## config.mk

```make
export PLATFORM = sky130hd
export DESIGN_NAME = rcpuf_seq
export DESIGN_NICKNAME = d
export VERILOG_FILES = /design/src/rtl/rcpuf_seq.sv
export SDC_FILE = /design/constraint.sdc
export NUM_CORES = 1
export LEC_CHECK = 0
export BUFFER_PORTS_ARGS = -buffer_cell sky130_fd_sc_hd__buf_2
export CORE_MARGIN = 4
export CORE_UTILIZATION = 25
export CTS_CLUSTER_SIZE = 25
export DETAILED_ROUTE_END_ITERATION = 10
export SLEW_MARGIN = 10
export SYNTH_ARGS = -nofsm -noshare
export SYNTH_HDL_FRONTEND = slang
export SYNTH_SLANG_ARGS = --single-unit
export TNS_END_PERCENT = 20
```

## constraint.sdc

```tcl
create_clock -name clk -period 3.7 [get_ports clk]
set_input_delay 0.74 -clock clk [delete_from_list [all_inputs] [get_ports clk]]
set_output_delay 0.74 -clock clk [all_outputs]
set_load 0.1 [all_outputs]
```

## src/rtl/rcpuf_seq.sv

```systemverilog
module rcpuf_seq #(
  parameter int CLK_PER_US = 2,
  parameter int CHAL_W     = 32,
  parameter int ADC_W      = 12,
  parameter int BASE_W     = 6,
  parameter int CAL_W      = 5,
  parameter int REP_W      = 7
) (
  input  logic              clk,
  input  logic              rst_n,
  input  logic              start,
  input  logic [CHAL_W-1:0] challenge,
  input  logic [1:0]        dly_mode,
  input  logic [BASE_W-1:0] base_dly,
  input  logic [CAL_W-1:0]  cal_val,
  input  logic [REP_W-1:0]  rep_cnt,
  input  logic [1:0]        bit_sel,
  output logic              adc_req,
  input  logic              adc_done,
  input  logic [ADC_W-1:0]  adc_data,
  output logic              pin,
  output logic              busy,
  output logic              resp_valid,
  output logic              resp_bit
);
  localparam int DLY_W = BASE_W + 1;
  localparam int IDX_W = $clog2(CHAL_W);
  localparam int PRE_W = (CLK_PER_US > 1) ? $clog2(CLK_PER_US) : 1;
  localparam int POS_MID = 5;
  localparam int POS_LO  = 4;
  localparam int POS_HI  = 6;

  typedef enum logic [1:0] {S_IDLE, S_DRIVE, S_REQ, S_WAIT} state_t;

  state_t            state;
  logic [CHAL_W-1:0] chal_q;
  logic [DLY_W-1:0]  dly_q, dly_calc, dly_sum;
  logic [REP_W-1:0]  reps_q, rep_q, rep_nx, ones_q, ones_nx;
  logic [1:0]        sel_q;
  logic [IDX_W-1:0]  idx;
  logic [PRE_W-1:0]  pre;
  logic [DLY_W-1:0]  us;
  logic              raw;
  logic              unused_bits;

  always_comb begin
    case (dly_mode)
      2'd1:    dly_sum = DLY_W'(base_dly) + DLY_W'(cal_val[3:0]);
      2'd2:    dly_sum = DLY_W'(base_dly) + DLY_W'(cal_val);
      default: dly_sum = DLY_W'(base_dly);
    endcase
    dly_calc = (dly_sum == '0) ? DLY_W'(1) : dly_sum;
  end

  always_comb begin
    case (sel_q)
      2'd1:    raw = adc_data[POS_LO];
      2'd2:    raw = adc_data[POS_HI];
      default: raw = adc_data[POS_MID];
    endcase
  end

  assign unused_bits = ^{adc_data[ADC_W-1:POS_HI+1], adc_data[POS_LO-1:0]};
  assign rep_nx  = rep_q + 1'b1;
  assign ones_nx = ones_q + REP_W'(raw);
  assign adc_req = (state == S_REQ);
  assign busy    = (state != S_IDLE);
  assign pin     = busy & chal_q[idx];

  always_ff @(posedge clk or negedge rst_n) begin
    if (!rst_n) begin
      state      <= S_IDLE;
      chal_q     <= '0;
      dly_q      <= DLY_W'(1);
      reps_q     <= REP_W'(1);
      rep_q      <= '0;
      ones_q     <= '0;
      sel_q      <= '0;
      idx        <= '0;
      pre        <= '0;
      us         <= '0;
      resp_valid <= 1'b0;
      resp_bit   <= 1'b0;
    end else begin
      resp_valid <= 1'b0;
      case (state)
        S_IDLE: if (start) begin
          chal_q <= challenge;
          dly_q  <= dly_calc;
          reps_q <= (rep_cnt == '0) ? REP_W'(1) : rep_cnt;
          sel_q  <= bit_sel;
          rep_q  <= '0;
          ones_q <= '0;
          idx    <= '0;
          pre    <= '0;
          us     <= '0;
          state  <= S_DRIVE;
        end
        S_DRIVE: begin
          if (pre == PRE_W'(CLK_PER_US - 1)) begin
            pre <= '0;
            if (us == dly_q - 1'b1) begin
              us <= '0;
              if (idx == IDX_W'(CHAL_W - 1)) state <= S_REQ;
              else idx <= idx + 1'b1;
            end else begin
              us <= us + 1'b1;
            end
          end else begin
            pre <= pre + 1'b1;
          end
        end
        S_REQ: state <= S_WAIT;
        S_WAIT: if (adc_done) begin
          if (rep_nx == reps_q) begin
            resp_valid <= 1'b1;
            resp_bit   <= ({ones_nx, 1'b0} > {1'b0, reps_q});
            state      <= S_IDLE;
          end else begin
            rep_q  <= rep_nx;
            ones_q <= ones_nx;
            idx    <= '0;
            state  <= S_DRIVE;
          end
        end
        default: state <= S_IDLE;
      endcase
    end
  end
endmodule

```

# Yosys cells after proc, flatten, opt, wreduce, memory -nomap -nowiden
# Index checks and enable logic that the tools add are counted.
# op_classes
n_reduce_logical,14
add_sub_neg,8
muxes,36
n_lt_le_gt_ge,2
eq_ne,17
bitwise_logic,1
# ops
op,count
$mux 7,9
$pmux 7 s2,4
$mux 5,6
$pmux 5 s3,1
$add 7x1->7 const B,2
$eq 7x7->1,2
$logic_not 7->1,2
$ne 2x2->1 const B,7
$mux 2,5
$eq 2x2->1 const B,4
$gt 8x7->1,1
$pmux 2 s4,1
$add 6x4->7,1
$add 6x5->7,1
$add 7x1->7,1
$mux 1,7
$reduce_and 7->1,1
$sub 7x1->7 const B,1
$eq 2x1->1 const B,3
$lt 5x6->1 const B,1
$reduce_and 3->1,2
$reduce_bool 2->1,3
$add 5x1->5 const B,1
$bmux 1 s5,1
other kinds (9),11
# word_totals
in_bits,70
output_inout_bits,5
word_cells,90
ff_bits,79

# Logic depth before layout (Yosys ltp)
# logic_depth
depth_word,6
mapped_depth,14

# Worst setup path before layout
# Ideal clock, no wire load.
# synth_path
path_type,flip-flop to output port
start,reg idx[0]
end,out pin
path_slack_ns,0.298
t_arrival_ns,2.662
stages_incl_launch_ff,6
n_path_buf,1
t_required_ns,2.960
path_cell_list,dfrtp_1 > buf_1 > mux4_2 > mux4_2 > mux2i_1 > nor2_1
# synth_via
elab_chain_cells,3
# synth_lines
item,line,text
"start, declared",40,logic [IDX_W-1:0] idx;
"start signal, assigned",105,else idx <= idx + 1'b1;
$bmux 1 s5,68,assign pin = busy & chal_q[idx];
$mux 1 (not written as such),68,
$and 1x1->1,68,
"end, declared",21,"output logic pin,"
# Every way passes these cells. The select of a mux whose other input is x is not followed.

# Worst setup path after layout
# Same ends and word-level chain as after synthesis.

==> flow_summary.yaml <==
placement:
  place_congestion: 0.768
  place_hpwl_mm: 7.51
  io_buffers: 65
sta:
  max_freq_ghz: 0.296
  slew_viol_final: 0
  fin_crit_sh_pct: 91.3
  slew_headroom_pct: 31.8
  setup_viol: 0
  hold_ws_ns: 0.500
  hold_viol_final: 0
  rsz0062_at_grt: "no"
  setup_tns_ns: 0
  tightest_slew_ns: 1.02
  clock_skew_ns: 0.00835
  fin_crit_ns: 3.38
min_path:
  holdPathStages: 1
  hold_class: "flip-flop to flip-flop"
route:
  num_vias: 3528
  met3_length_um: 416
  highest_layer: "met4"
  wl_met1_mm: 5.26
  ant_nets: 0
  first_iter_violations: 168
  viasPerCell: 4.54
  drc_errors: 0
  drt_first_pass_iters: 4
  wirelength_mm: 10.3
  wire_per_inst_um: 13.2
  met2WireLength_mm: 4.48
finish:
  finalNetCount: 609
  syn2layout_area_growth_pct: 18.7
  drive_gt1_share_pct: 28.8
  insertedDiodeCount: 0
global_routing:
  grt_remaining_overflow: 0
  grt_pass1_vias: 3483
  grtUsageTotal_pct: 9.77
  grt_max_degree: 80
  grt_pass1_wl_mm: 17.5
  antenna_found_initial: 0
clock_tree:
  clock_latency_ns: 0.33
  cts_setup_buffers: 0
  ctsHoldBuffers: 0
  cts.sinks: 79
  cts_tree: "built"
  htree_levels: 3
  cts_made_buffers: 9
  cts_buffer_depth: 2
  clk_pin_slew_ns: 0.06
  cts_resized: 0
  clk_root_buffer_cell: "clkbuf_16"
floorplanning:
  start_util_pct: 25.6
  core_area_um2: 18800
  ios: 75
  die_x_um: 147
  rows: 50
  fp.dieArea_um2: 21500
  fp.dieH_um: 147
logic_synthesis:
  synth_area_um2: 4820
  synth_fp_nets: 546
  synth-seq-cells: 79
  yosysWarningCount: 0
  ys_types: 60
  synth_top_flop_cell: "dfrtp_1"
  async_flop_share_pct: 100
  syn_avg_cell_area_um2: 10.7
  synth_edf_count: 0
  synth_seq_area_share_pct: 41.1
  synthCells: 449
critical_path:
  worst_ep_arrival_time_ns: 2.64
  crit_path_end_kind: "output port"
  ff2ff_path_depth: 13
  startpoint_type: "flip-flop"
  crit_required_ns: 2.96
  crit_type: "flip-flop to output port"
  cp_max_fo: 12
job:
  maxCapViolCount: 0
power_and_ir_drop:
  p_leak_nw: 2.56
  p_per_area_nw_per_um2: 780
  peakVddDrop_uv: 414
outcome:
  outcome: "completed"
==> worst max-delay path, cell delays in order, from the launching register on <==
cell and delay (ns):
dfrtp_1 0.74, mux4_2 0.59, mux4_2 0.47, mux2i_1 0.13, nor2_1 0.05, buf_2 0.31
==> through the flow <==
step / setup slack, ns / util, % / total power, mW / std cells / area [µm²]
6_report: 0.321 / 30.4 / 4.46 / 777 / 5720
4_1_cts: 0.263 / 30.4 / 4.52 / 777 / 5720
2_1_floorplan: 0.298 / - / 3.11 / 449 / 4820
3_5_place_dp: 0.373 / 28.7 / 3.55 / 761 / 5410
3_3_place_gp: 0.399 / 28.7 / 3.52 / 761 / 5410
5_1_grt: 0.143 / 30.4 / 4.82 / 777 / 5720
==> state kept, by name, summed over array words and instances (netlist names) <==
| name | flops |
|---|---|
| chal_q | 32 |
| dly_q | 7 |
| idx | 5 |
| ones_q | 7 |
| pre | 1 |
| rep_q | 7 |
| reps_q | 7 |
| resp_bit | 1 |
| resp_valid | 1 |
| sel_q | 2 |
| state | 2 |
| us | 7 |
==> report_power, final <==
group	internal [mW]	total [mW]	switching, mW
Clock	0.586	0.941	0.355
Combinational	0.924	1.96	1.04
Sequential	1.22	1.56	0.334
Total	2.73	4.46	1.73
==> cells in the mapped netlist (8+ instances only) <==
cell / instances / area share, %
a21oi_1: 11 / 1.1
clkbuf_1: 11 / 0.86
dfrtp_1: 77 / 40
ha_1: 26 / 6.8
inv_1: 32 / 2.5
mux2_2: 47 / 11
mux2i_1: 8 / 1.7
mux4_2: 10 / 4.7
nand2_1: 33 / 2.6
nand2b_1: 9 / 1.2
nand3_1: 17 / 1.8
nor2_1: 10 / 0.78
o21ai_0: 23 / 2.4
xnor2_1: 17 / 3.1
==> placed cells by master, fill, tap and decap left out, types with 3 or more instances in the layout <==
cell,count
and3_1,7
o41ai_1,3
nor2b_1,7
and2_1,6
o22ai_1,6
mux2i_1,8
or3_1,5
nor2_1,10
a31oi_1,4
xor2_1,7
mux2_2,47
ha_1,26
o21ai_0,23
buf_2,64
nand4_1,6
inv_1,32
mux4_2,10
a31o_1,4
o31ai_1,3
or2_2,3
nand2_1,32
nand2b_1,9
a21oi_1,11
dfrtp_1,77
buf_4,4
clkinv_2,4
a211oi_1,7
nor3_1,5
clkbuf_16,9
nand3_1,17
a21o_1,6
xnor2_1,17
o211ai_1,4
o311ai_1,3
==> path summary, 6_finish.rpt <==
check,from,to,slack (ns)
max,idx[0]$_DFFE_PN0P_,pin,0.32
min,chal_q[27]$_DFFE_PN0P_,chal_q[27]$_DFFE_PN0P_,0.50
max reg2reg,sel_q[0]$_DFFE_PN0P_,resp_bit$_DFFE_PN0P_,0.56
min reg2reg,chal_q[27]$_DFFE_PN0P_,chal_q[27]$_DFFE_PN0P_,0.50
max in group asynchronous,rst_n,chal_q[21]$_DFFE_PN0P_,2.46
min in group asynchronous,rst_n,sel_q[0]$_DFFE_PN0P_,0.55
==> routing by layer <==
metal	track usage, %	up-vias
met5	0	-
met4	2.68	0
met3	1.94	7
met2	14.5	68
met1	14.4	1685
li1	-	1768
==> cell families after synthesis <==
| family | after synthesis | synth area share [%] |
|---|---|---|
| AOI/OAI and AO/OA | 87 | 12.3 |
| muxes | 65 | 17.3 |
| adders and majority gates | 27 | 7.17 |
| and+or+nand+nor | 118 | 12.9 |
| xor gates and xnor gates | 25 | 4.86 |
| buffers and inverters | 48 | 4.34 |
| DFF | 79 | 41.1 |
==> area by class of cell <==
class                      count  area, µm²
timing repair buffer          68        350
clock buffer                   9        225
sequential                    79       1980
tap                          260        325
inverter                      32        120
fill                        1950      13100
clock inverter                 7       87.6
multi-input combinational    322       2630
Power figures use the tool's default switching activity.
